<file path="config.mk">
export PLATFORM = sky130hd
export DESIGN_NAME = lock_table_unit
export DESIGN_NICKNAME = d
export VERILOG_FILES = /design/src/rtl/lock_pkg.sv /design/src/rtl/lock_rr_arbiter.sv /design/src/rtl/lock_entry_match.sv /design/src/rtl/lock_entry_store.sv /design/src/rtl/lock_table_unit.sv
export SDC_FILE = /design/constraint.sdc
export NUM_CORES = 1
export LEC_CHECK = 0
export BUFFER_PORTS_ARGS = -buffer_cell sky130_fd_sc_hd__buf_2
export CORE_MARGIN = 1
export CORE_UTILIZATION = 59
export CTS_CLUSTER_DIAMETER = 30
export DETAILED_ROUTE_END_ITERATION = 12
export GPL_TIMING_DRIVEN = 0
export PLACE_DENSITY = 0.8
export SLEW_MARGIN = 15
export SYNTH_ARGS = -nofsm -noshare
export SYNTH_HDL_FRONTEND = slang
export SYNTH_HIERARCHICAL = 1
export SYNTH_SLANG_ARGS = --single-unit
</file>
<file path="constraint.sdc">
create_clock -name clk -period 10.1 [get_ports clk]
set_input_delay 1.515 -clock clk [delete_from_list [all_inputs] [get_ports clk]]
set_output_delay 1.515 -clock clk [all_outputs]
set_load 0.03 [all_outputs]
</file>
<file path="src/rtl/lock_pkg.sv">
package lock_pkg;

   typedef enum logic [1:0] {
      RES_OK        = 2'd0,
      RES_BUSY      = 2'd1,
      RES_FULL      = 2'd2,
      RES_NOT_OWNER = 2'd3
   } lock_res_e;

   localparam logic OP_ACQUIRE = 1'b0;
   localparam logic OP_RELEASE = 1'b1;

endpackage

</file>
<file path="src/rtl/lock_rr_arbiter.sv">
module lock_rr_arbiter #(
   parameter int N           = 4,
   parameter bit ROUND_ROBIN = 1'b1
) (
   input  logic                   clk,
   input  logic                   rst,
   input  logic [N-1:0]           req,
   output logic [N-1:0]           gnt,
   output logic [$clog2(N)-1:0]   gnt_idx,
   output logic                   gnt_any
);

   localparam int IW = $clog2(N);

   initial begin : param_chk
      assert (N >= 2) else $error("lock_rr_arbiter: N must be at least 2");
   end

   generate
      if (ROUND_ROBIN) begin : g_rr
         logic [IW-1:0] ptr_q;
         logic [IW-1:0] cand;
         logic [IW-1:0] idx;
         logic          any;

         always_comb begin
            any  = 1'b0;
            idx  = '0;
            cand = '0;
            for (int k = 0; k < N; k++) begin
               cand = IW'((int'(ptr_q) + k) % N);
               if (!any && req[cand]) begin
                  any = 1'b1;
                  idx = cand;
               end
            end
         end

         always_ff @(posedge clk) begin
            if (rst) begin
               ptr_q <= '0;
            end else if (any) begin
               ptr_q <= (int'(idx) == N - 1) ? '0 : idx + 1'b1;
            end
         end

         assign gnt_idx = idx;
         assign gnt_any = any;
      end else begin : g_fixed
         logic [IW-1:0] idx;

         always_comb begin
            idx = '0;
            for (int k = N - 1; k >= 0; k--) begin
               if (req[k]) idx = IW'(k);
            end
         end

         assign gnt_idx = idx;
         assign gnt_any = |req;
      end
   endgenerate

   assign gnt = gnt_any ? (N'(1) << gnt_idx) : '0;

endmodule

</file>
<file path="src/rtl/lock_entry_match.sv">
module lock_entry_match #(
   parameter int ENTRIES = 8,
   parameter int KEY_W   = 16
) (
   input  logic [ENTRIES-1:0]          ent_valid,
   input  logic [ENTRIES*KEY_W-1:0]    ent_key,
   input  logic [KEY_W-1:0]            key,
   output logic                        hit_any,
   output logic [$clog2(ENTRIES)-1:0]  hit_idx,
   output logic                        free_any,
   output logic [$clog2(ENTRIES)-1:0]  free_idx
);

   localparam int EW = $clog2(ENTRIES);

   logic [ENTRIES-1:0] hit;

   generate
      for (genvar e = 0; e < ENTRIES; e++) begin : g_cmp
         assign hit[e] = ent_valid[e] && (ent_key[e*KEY_W +: KEY_W] == key);
      end
   endgenerate

   always_comb begin
      hit_idx = '0;
      for (int e = 0; e < ENTRIES; e++) begin
         if (hit[e]) hit_idx = EW'(e);
      end
   end

   always_comb begin
      free_idx = '0;
      for (int e = ENTRIES - 1; e >= 0; e--) begin
         if (!ent_valid[e]) free_idx = EW'(e);
      end
   end

   assign hit_any  = |hit;
   assign free_any = ~&ent_valid;

endmodule

</file>
<file path="src/rtl/lock_entry_store.sv">
module lock_entry_store #(
   parameter int ENTRIES = 8,
   parameter int KEY_W   = 16,
   parameter int OWN_W   = 2,
   parameter int VAL_W   = 32
) (
   input  logic                         clk,
   input  logic                         rst,
   input  logic                         alloc_en,
   input  logic [$clog2(ENTRIES)-1:0]   alloc_idx,
   input  logic [KEY_W-1:0]             alloc_key,
   input  logic [OWN_W-1:0]             alloc_own,
   input  logic [VAL_W-1:0]             alloc_val,
   input  logic                         clear_en,
   input  logic [$clog2(ENTRIES)-1:0]   clear_idx,
   output logic [ENTRIES-1:0]           ent_valid,
   output logic [ENTRIES*KEY_W-1:0]     ent_key,
   output logic [ENTRIES*OWN_W-1:0]     ent_own,
   output logic [ENTRIES*VAL_W-1:0]     ent_val
);

   generate
      for (genvar e = 0; e < ENTRIES; e++) begin : g_ent
         logic             v_q;
         logic [KEY_W-1:0] k_q;
         logic [OWN_W-1:0] o_q;
         logic [VAL_W-1:0] d_q;

         always_ff @(posedge clk) begin
            if (rst) begin
               v_q <= 1'b0;
               k_q <= '0;
               o_q <= '0;
               d_q <= '0;
            end else if (alloc_en && (int'(alloc_idx) == e)) begin
               v_q <= 1'b1;
               k_q <= alloc_key;
               o_q <= alloc_own;
               d_q <= alloc_val;
            end else if (clear_en && (int'(clear_idx) == e)) begin
               v_q <= 1'b0;
            end
         end

         assign ent_valid[e]                = v_q;
         assign ent_key[e*KEY_W +: KEY_W]   = k_q;
         assign ent_own[e*OWN_W +: OWN_W]   = o_q;
         assign ent_val[e*VAL_W +: VAL_W]   = d_q;
      end
   endgenerate

endmodule

</file>
<file path="src/rtl/lock_table_unit.sv">
module lock_table_unit
   import lock_pkg::*;
#(
   parameter int NUM_PORTS       = 4,
   parameter int NUM_ENTRIES     = 8,
   parameter int ID_W            = 16,
   parameter int VAL_W           = 32,
   parameter bit ARB_ROUND_ROBIN = 1'b1
) (
   input  logic                          clk,
   input  logic                          rst,
   input  logic [ID_W-1:0]               cfg_id_lo,
   input  logic [ID_W-1:0]               cfg_id_hi,
   input  logic [NUM_PORTS-1:0]          req_valid,
   input  logic [NUM_PORTS-1:0]          req_op,
   input  logic [NUM_PORTS*ID_W-1:0]     req_id,
   input  logic [NUM_PORTS*VAL_W-1:0]    req_val,
   output logic [NUM_PORTS-1:0]          req_gnt,
   output logic [NUM_PORTS-1:0]          rsp_valid,
   output logic [1:0]                    rsp_code,
   output logic [VAL_W-1:0]              rsp_data,
   output logic                          trap_valid,
   output logic [$clog2(NUM_PORTS)-1:0]  trap_port
);

   localparam int PW = $clog2(NUM_PORTS);
   localparam int EW = $clog2(NUM_ENTRIES);

   initial begin : param_chk
      assert (NUM_PORTS >= 2)   else $error("lock_table_unit: NUM_PORTS must be at least 2");
      assert (NUM_ENTRIES >= 2) else $error("lock_table_unit: NUM_ENTRIES must be at least 2");
      assert (ID_W >= 1)        else $error("lock_table_unit: ID_W must be positive");
      assert (VAL_W >= 1)       else $error("lock_table_unit: VAL_W must be positive");
   end

   // identifier window, captured while reset is held
   logic [ID_W-1:0] lo_q, hi_q;

   always_ff @(posedge clk) begin
      if (rst) begin
         lo_q <= cfg_id_lo;
         hi_q <= cfg_id_hi;
      end
   end

   // arbitration
   logic [NUM_PORTS-1:0] arb_req;
   logic [PW-1:0]        g_idx;
   logic                 g_any;

   assign arb_req = req_valid & {NUM_PORTS{~rst}};

   lock_rr_arbiter #(
      .N           (NUM_PORTS),
      .ROUND_ROBIN (ARB_ROUND_ROBIN)
   ) u_arb (
      .clk     (clk),
      .rst     (rst),
      .req     (arb_req),
      .gnt     (req_gnt),
      .gnt_idx (g_idx),
      .gnt_any (g_any)
   );

   // selected request
   logic             sel_op;
   logic [ID_W-1:0]  sel_id;
   logic [VAL_W-1:0] sel_val;

   assign sel_op  = req_op[g_idx];
   assign sel_id  = req_id[g_idx*ID_W +: ID_W];
   assign sel_val = req_val[g_idx*VAL_W +: VAL_W];

   // table storage and associative search
   logic [NUM_ENTRIES-1:0]       ent_valid;
   logic [NUM_ENTRIES*ID_W-1:0]  ent_key;
   logic [NUM_ENTRIES*PW-1:0]    ent_own;
   logic [NUM_ENTRIES*VAL_W-1:0] ent_val;
   logic                         hit_any, free_any;
   logic [EW-1:0]                hit_idx, free_idx;
   logic                         alloc_en, clear_en;

   lock_entry_match #(
      .ENTRIES (NUM_ENTRIES),
      .KEY_W   (ID_W)
   ) u_match (
      .ent_valid (ent_valid),
      .ent_key   (ent_key),
      .key       (sel_id),
      .hit_any   (hit_any),
      .hit_idx   (hit_idx),
      .free_any  (free_any),
      .free_idx  (free_idx)
   );

   lock_entry_store #(
      .ENTRIES (NUM_ENTRIES),
      .KEY_W   (ID_W),
      .OWN_W   (PW),
      .VAL_W   (VAL_W)
   ) u_store (
      .clk       (clk),
      .rst       (rst),
      .alloc_en  (alloc_en),
      .alloc_idx (free_idx),
      .alloc_key (sel_id),
      .alloc_own (g_idx),
      .alloc_val (sel_val),
      .clear_en  (clear_en),
      .clear_idx (hit_idx),
      .ent_valid (ent_valid),
      .ent_key   (ent_key),
      .ent_own   (ent_own),
      .ent_val   (ent_val)
   );

   // decision for the granted request
   logic [PW-1:0]    hit_own;
   logic [VAL_W-1:0] hit_val;
   logic             owner_ok;
   logic             in_range;
   lock_res_e        res;
   logic [VAL_W-1:0] res_data;

   assign hit_own  = ent_own[hit_idx*PW +: PW];
   assign hit_val  = ent_val[hit_idx*VAL_W +: VAL_W];
   assign owner_ok = hit_any && (hit_own == g_idx);
   assign in_range = (sel_id >= lo_q) && (sel_id <= hi_q);

   always_comb begin
      alloc_en = 1'b0;
      clear_en = 1'b0;
      res      = RES_OK;
      res_data = '0;
      if (g_any && in_range) begin
         if (sel_op == OP_RELEASE) begin
            if (owner_ok) begin
               clear_en = 1'b1;
               res_data = hit_val;
            end else begin
               res = RES_NOT_OWNER;
            end
         end else if (hit_any) begin
            if (owner_ok) begin
               res_data = hit_val;
            end else begin
               res = RES_BUSY;
            end
         end else if (free_any) begin
            alloc_en = 1'b1;
         end else begin
            res = RES_FULL;
         end
      end
   end

   // response and trap registers
   always_ff @(posedge clk) begin
      if (rst) begin
         rsp_valid  <= '0;
         rsp_code   <= RES_OK;
         rsp_data   <= '0;
         trap_valid <= 1'b0;
         trap_port  <= '0;
      end else begin
         rsp_valid  <= (g_any && in_range) ? req_gnt : '0;
         rsp_code   <= res;
         rsp_data   <= res_data;
         trap_valid <= g_any && !in_range;
         trap_port  <= g_idx;
      end
   end

endmodule

</file>
# Word-level counts from Yosys, hierarchy flattened
# Cells that the tools add are included.
dict set report word_totals {
  ff_bits 483
  ram_bits 0
  memories 0
  word_cells 197
  latch_bits 0
  out_inout_bits 45
  rom_bits 0
  in_bits 234
}
dict set report classes {
  add_sub_neg 4
  n_shift 5
  n_bitwise 3
  n_mul 0
  eq_ne 24
  muxes 66
  n_lt_le_gt_ge 7
  reduce_logical 48
  n_div 0
}
# operator n
set ops {}
lappend ops {{variable part select 256 x 9 -> 32 bit} 1}
lappend ops {{equality test 16 bit} 8}
lappend ops {{variable part select 128 x 8 -> 32 bit} 1}
lappend ops {{2-to-1 mux 32 bit} 3}
lappend ops {{variable part select 64 x 7 -> 16 bit} 1}
lappend ops {{2-to-1 mux 3 bit} 12}
lappend ops {{2-to-1 mux 1 bit} 34}
lappend ops {{logical AND 1 bit} 31}
lappend ops {{equality test 3 bit (second input constant)} 8}
lappend ops {{2-to-1 mux 2 bit} 11}
lappend ops {{greater-or-equal comparator 16 bit} 1}
lappend ops {{<= comparator 16 bit} 1}
lappend ops {{nonzero test 2 bit} 8}
lappend ops {{variable part select 16 x 5 -> 2 bit} 1}
lappend ops {{less-than comparator 2 x 3 -> 1 bit (second input constant)} 5}
lappend ops {{equality test 3 x 2 -> 1 bit (second input constant)} 4}
lappend ops {{binary-select mux 1 bit (select 2 bit)} 5}
lappend ops {{AND reduction 8 bit} 1}
lappend ops {{OR reduction 8 bit} 1}
lappend ops {{equality test 3 x 1 -> 1 bit (second input constant)} 2}
lappend ops {{logical NOT 3 bit} 2}
lappend ops {{adder 2 x 1 -> 2 bit (second input constant)} 2}
lappend ops {{adder 2 bit (second input constant)} 2}
lappend ops {{AND 4 bit} 1}
lappend ops {{other kinds (7)} 11}

# Depth between registers and ports, before layout
dict set report logic_depth {
  ltp_word 33
  depth_mapped 27
}

# Modules after synthesis
# The synthesis kept the hierarchy.
# mod instances cells_per_inst area_each_um2 seq_area_each_um2
set by_module_without_submodules {}
lappend by_module_without_submodules {lock_entry_store 1 1453 16030.4 8167.8}
lappend by_module_without_submodules {lock_table_unit 1 468 6423.7 1781.7}
lappend by_module_without_submodules {lock_entry_match 1 220 1722.9 0.0}
lappend by_module_without_submodules {lock_rr_arbiter 1 34 265.3 40.0}

# Worst setup path before layout
# OpenSTA, ideal clock, no wires.
dict set report synth_timing {
  path_kind {in2reg}
  startpoint {input req_valid[1]}
  endpoint {register u_store.g_ent[2].v_q}
  cell_stages 27
  arrival_ns 7.282
  path_slack_ns 2.688
  path_cell_list {nor2b_1 -> nor2_1 -> a2111oi_2 -> or2_1 -> buf_2 -> buf_2 -> buf_2 -> mux4_2 -> buf_4 -> xnor2_1 -> nand4_1 -> nor4_1 -> nand3_1 -> o21ai_1 -> a21oi_1 -> o21ai_1 -> buf_6 -> mux4_1 -> mux2i_1 -> xor2_1 -> and3_1 -> buf_6 -> buf_12 -> nand3_2 -> nor2_1 -> nor4bb_1 -> o22ai_1}
}
dict set report synth_between {
  elab_chain_cells 31
}
# item line_no
set synth_lines {}
lappend synth_lines {{start, declared} lock_table_unit.sv:14} ;# input logic [NUM_PORTS-1:0] req_valid,
lappend synth_lines {{AND 4 bit (*)} lock_table_unit.sv:51} ;# assign arb_req = req_valid & {NUM_PORTS{~rst}};
lappend synth_lines {{binary-select mux 1 bit (select 2 bit)} lock_rr_arbiter.sv:32} ;# if (!any && req[cand]) begin
lappend synth_lines {{2-to-1 mux 1 bit (not written as such)} lock_rr_arbiter.sv:32}
lappend synth_lines {{2-to-1 mux 1 bit} lock_rr_arbiter.sv:32}
lappend synth_lines {{logical NOT 1 bit} lock_rr_arbiter.sv:32}
lappend synth_lines {{logical AND 1 bit} lock_rr_arbiter.sv:32}
lappend synth_lines {{2-to-1 mux 1 bit} lock_rr_arbiter.sv:32}
lappend synth_lines {{logical NOT 1 bit} lock_rr_arbiter.sv:32}
lappend synth_lines {{[5 not listed]} -}
lappend synth_lines {{net g_idx[0]} lock_table_unit.sv:48} ;# logic [PW-1:0] g_idx;
lappend synth_lines {{[1 not listed]} -}
lappend synth_lines {{net sel_id[7]} lock_table_unit.sv:67} ;# logic [ID_W-1:0] sel_id;
lappend synth_lines {{[9 not listed]} -}
lappend synth_lines {{net hit_idx[0]} lock_table_unit.sv:80} ;# logic [EW-1:0] hit_idx, free_idx;
lappend synth_lines {{[1 not listed]} -}
lappend synth_lines {{equality test 2 bit (*)} lock_table_unit.sv:127} ;# assign owner_ok = hit_any && (hit_own == g_idx);
lappend synth_lines {{logical AND 1 bit (*)} lock_table_unit.sv:127}
lappend synth_lines {{2-to-1 mux 1 bit (*)} lock_table_unit.sv:137} ;# if (owner_ok) begin
lappend synth_lines {{2-to-1 mux 1 bit (*)} lock_table_unit.sv:136} ;# if (sel_op == OP_RELEASE) begin
lappend synth_lines {{2-to-1 mux 1 bit (*)} lock_table_unit.sv:135} ;# if (g_any && in_range) begin
lappend synth_lines {{net clear_en} lock_table_unit.sv:81} ;# logic alloc_en, clear_en;
lappend synth_lines {{logical AND 1 bit (*)} lock_entry_store.sv:40} ;# end else if (clear_en && (int'(clear_idx) == e)) begin
lappend synth_lines {{nonzero test 2 bit (no line) (*)} -}
lappend synth_lines {{end signal, assigned} lock_entry_store.sv:31} ;# v_q <= 1'b0;
lappend synth_lines {{end signal, assigned} lock_entry_store.sv:36} ;# v_q <= 1'b1;
lappend synth_lines {{end signal, assigned} lock_entry_store.sv:41} ;# v_q <= 1'b0;
lappend synth_lines {{end, declared} lock_entry_store.sv:24} ;# logic v_q;
# Mark *: on every way through the listed nets, which the timed path passes. The rest lies on a longest branch. The select of a mux whose other input is x is not followed.
# A chain may end at the register's enable or synchronous reset.

# Final worst setup path
dict set report layout_timing {
  startpoint {input rst}
  endpoint {register u_store.g_ent[2].v_q}
}
dict set report layout_between {
  elab_chain_cells 32
}
# item line_no
set layout_lines {}
lappend layout_lines {{start, declared} lock_table_unit.sv:11} ;# input logic rst,
lappend layout_lines {{NOT 1 bit (*)} lock_table_unit.sv:51}
lappend layout_lines {{AND 4 bit (*)} lock_table_unit.sv:51}
lappend layout_lines {{net arb_req[0]} lock_table_unit.sv:47} ;# logic [NUM_PORTS-1:0] arb_req;
lappend layout_lines {{binary-select mux 1 bit (select 2 bit)} lock_rr_arbiter.sv:32}
lappend layout_lines {{2-to-1 mux 1 bit (not written as such)} lock_rr_arbiter.sv:32}
lappend layout_lines {{2-to-1 mux 1 bit} lock_rr_arbiter.sv:32}
lappend layout_lines {{logical NOT 1 bit} lock_rr_arbiter.sv:32}
lappend layout_lines {{logical AND 1 bit} lock_rr_arbiter.sv:32}
lappend layout_lines {{[7 not listed]} -}
lappend layout_lines {{net g_idx[1]} lock_table_unit.sv:48}
lappend layout_lines {{[1 not listed]} -}
lappend layout_lines {{net sel_id[7]} lock_table_unit.sv:67}
lappend layout_lines {{[9 not listed]} -}
lappend layout_lines {{net hit_idx[0]} lock_table_unit.sv:80}
lappend layout_lines {{[1 not listed]} -}
lappend layout_lines {{equality test 2 bit (*)} lock_table_unit.sv:127}
lappend layout_lines {{logical AND 1 bit (*)} lock_table_unit.sv:127}
lappend layout_lines {{2-to-1 mux 1 bit (*)} lock_table_unit.sv:137}
lappend layout_lines {{2-to-1 mux 1 bit (*)} lock_table_unit.sv:136}
lappend layout_lines {{2-to-1 mux 1 bit (*)} lock_table_unit.sv:135}
lappend layout_lines {{net clear_en} lock_table_unit.sv:81}
lappend layout_lines {{logical AND 1 bit (*)} lock_entry_store.sv:40}
lappend layout_lines {{nonzero test 2 bit (no line) (*)} -}
# Marks and branches as above.

==> results.cfg <==
[sta]
max_slew_margin_pct = 28.64
whs_ps = 469.2
fin_crit_ps = 9567
final_hold_viol_count = 0
rsz0062_at_grt = false
finalClockSkew_ps = 32.14
worst_pin_slew_ps = 1070
fmax_mhz = 104.5
setup_viol = 0
finalSetupTns_ps = 0
slew_viol_final = 0
finalCritPeriodShare_pct = 94.72

[cts]
clk_pin_slew_ps = 40
cts_made_buffers = 103
cts.sinks = 483
cts_tree = yes
cts_setup_buffers = 0
max-clock-path-buffers = 3
clkLatencyLatePin_ps = 620
cts_root_buf = clkbuf_16
cts_max_level = 3

[power]
p_seq_share_pct = 32.0
p_int_w = 0.004668
p_comb_share_pct = 12.8
p_sw_share_pct = 24.96
pwr-share-clk_pct = 55.3
power_leakage_nw = 13.64
p_per_area_nw_per_um2 = 206.7
vdd_drop_max_uv = 150.0
power_w = 0.006221
switching_power_w = 0.001553

[global_route]
antenna_found_initial = 2
grt_overflow = 0
grt_pass1_vias = 19340
track_usage_pct = 33.53
grt_max_degree = 49
grt_pass1_wl_um = 106900

[setup_path]
cp.arrival_ps = 10040
path_class = in -> reg
crit_required_ps = 10570
crit_path_end_kind = flop
cp_slowest_cell = clkbuf_1
critPathLaunch = rst
start_kind = input pin
worst-path-max-fanout = 33
reg2reg_from = u_arb/g_rr.ptr_q[0]
slowest_delay_ps = 650

[finish]
drive_above_1_share_pct = 27.69
area_delta_synth_final_pct = 23.15
fin_nets = 2829
postLayoutCellArea_um2 = 30100
postLayoutCoreUtil_pct = 73.72

[die]
rows = 74
core_area_um2 = 40830
start_util_pct = 59.86
dieHeight_um = 205.5
die_x_um = 205.5
boundaryPins = 279
design.die.area_um2 = 42240

[drt]
firstDrtPassIters = 5
met1Wirelength_um = 28000
vias = 18280
via_per_inst = 5.762
routedWlPerCell_um = 22.19
highest_layer = met4
drt-initial-drc-count = 1133
wl_met3_um = 4699
drcViolationCount = 0
routed_wl_um = 70420
met2WireLength_um = 34610
final_antenna_net_count = 0

[synth]
syn_area_um2 = 24440
synthTopCellsByArea = dfxtp_1 37%, mux2i_1 16%, nand2b_1 12%, mux4_2 11%, edfxtp_1 3.9%
synth_edf_count = 32
ys_types = 64
synth_ff_type = dfxtp_1
synth-warning-count = 6
syn_area_per_cell_um2 = 11.24
yosysTopAreaCell = dfxtp_1
synth-async-reset-ratio_pct = 0
synth_top_area_share_pct = 36.94
ys_seq_area_share_pct = 40.87
netlist_instances = 2175
synthesis.nets = 2445
ys_ff_latch = 483
yosysMostFrequentCell = nand2b_1
synth_commonest_cells = 462 x nand2b_1, 451 x dfxtp_1, 402 x mux2i_1, 116 x mux4_2, 100 x clkbuf_1

[run_status]
status = complete, no violations

[flow_run]
maxCapViolCount = 0

[placed_design]
gp_congestion = 0.9304
dpl_cell_area_um2 = 26500
dp_hpwl_um = 49030
io_buffers = 278

[min_path]
min-delay-start = u_store/g_ent[0].d_q[1]
hold_path.class = reg -> reg
[power by group through the flow]
stage	Sequential, W	Combinational [W]	Clock (W)
3_5_place_dp	0.00202	0.000779	0
3_3_place_gp	0.00202	0.000759	0
6_report	0.00199	0.000794	0.00344
2_1_floorplan	0.00202	0.000522	0
4_1_cts	0.00199	0.000786	0.00346
5_1_grt	0.00199	0.000842	0.00357
[final cells by class]
type | instances | area (um2)
well taps | 532 | 665.6
repair buffers | 279 | 1411
plain buffers | 221 | 1162
flip-flops and latches | 483 | 9990
clock buffers | 135 | 2873
inverters | 43 | 161.4
diodes | 1 | 2.502
clock inverters | 51 | 700.7
multi-input cells | 1428 | 13130
fillers | 2737 | 10730
[cells by family (layout without fill, tap and decap cells)]
| kind of cell | Yosys count | count (layout) | share of synthesized area, % |
|---|---|---|---|
| multiplexers | 551 | 551 | 28.73 |
| AND/OR/NAND/NOR | 656 | 656 | 16.99 |
| adder cells (fa/ha/maj) | 36 | 36 | 1.843 |
| AO/OA/AOI/OAI | 55 | 55 | 1.495 |
| other | 0 | 1 | 0 |
| buffers and inverters | 264 | 729 | 5.411 |
| flip-flops | 483 | 483 | 40.87 |
| XOR/XNOR | 130 | 130 | 4.658 |
[timing repair]
action / CTS / global route
gates cloned: 0 / 0
gates resized for setup: 1 / 1
hold buffers: 0 / 0
endpoints found under the setup margin: 8 / 2
[stage by stage]
step | instances | setup WS, ps
2_1_floorplan | 2175 | 2688
3_5_place_dp | 2985 | -821.4
5_1_grt | 3173 | 161.1
4_1_cts | 3171 | 49.34
6_report | 3173 | 532.9
3_3_place_gp | 2985 | -689.2
[worst max-delay path, delay by kind of cell]
kind,cells,cell delay [ps]
compound gates,6,1170
mux,3,1320
buf+inv,9,3370
simple gates,9,2220
xor+xnor,2,370
[layout by cell type, fill, tap and decap left out, drive strengths merged, types with 9 or more instances in the layout]
master  count
nand2b    462
dfxtp     451
mux2i     402
buf       399
clkbuf    236
mux4      117
xnor2      85
nand2      47
inv        47
xor2       45
nor3       43
ha         36
mux2       32
edfxtp     32
nand4      28
clkinv     24
nor4       17
bufinv     15
a21oi      14
nor2       12
nor2b      10
nand3       9
o21ai       9
[worst paths after layout]
check | to | cells past startpoint | slack [ps]
min reg2reg | u_store/g_ent[0].d_q[1] | 2 | 470
max | u_store/g_ent[2].v_q | 29 | 530
max reg2reg | u_store/g_ent[2].v_q | 26 | 1980
min | u_store/g_ent[0].d_q[1] | 2 | 470
[metal layers]
layer / track usage, % / vias to the layer above
met2: 57.29 / 728
met1: 39.83 / 9060
met3: 6.462 / 186
met4: 17.65 / 0
met5: 0 / -
li1: - / 8308
[state kept, by name, summed over array words and instances, names as in the netlist, 4 cells and up]
| register | flops |
|---|---|
| rsp_data | 32 |
| hi_q | 16 |
| rsp_valid | 4 |
| lo_q | 16 |
| u_store/g_ent.d_q | 256 |
| u_store/g_ent.k_q | 128 |
| u_store/g_ent.v_q | 8 |
| u_store/g_ent.o_q | 16 |
(Power assumes the default switching activity.)
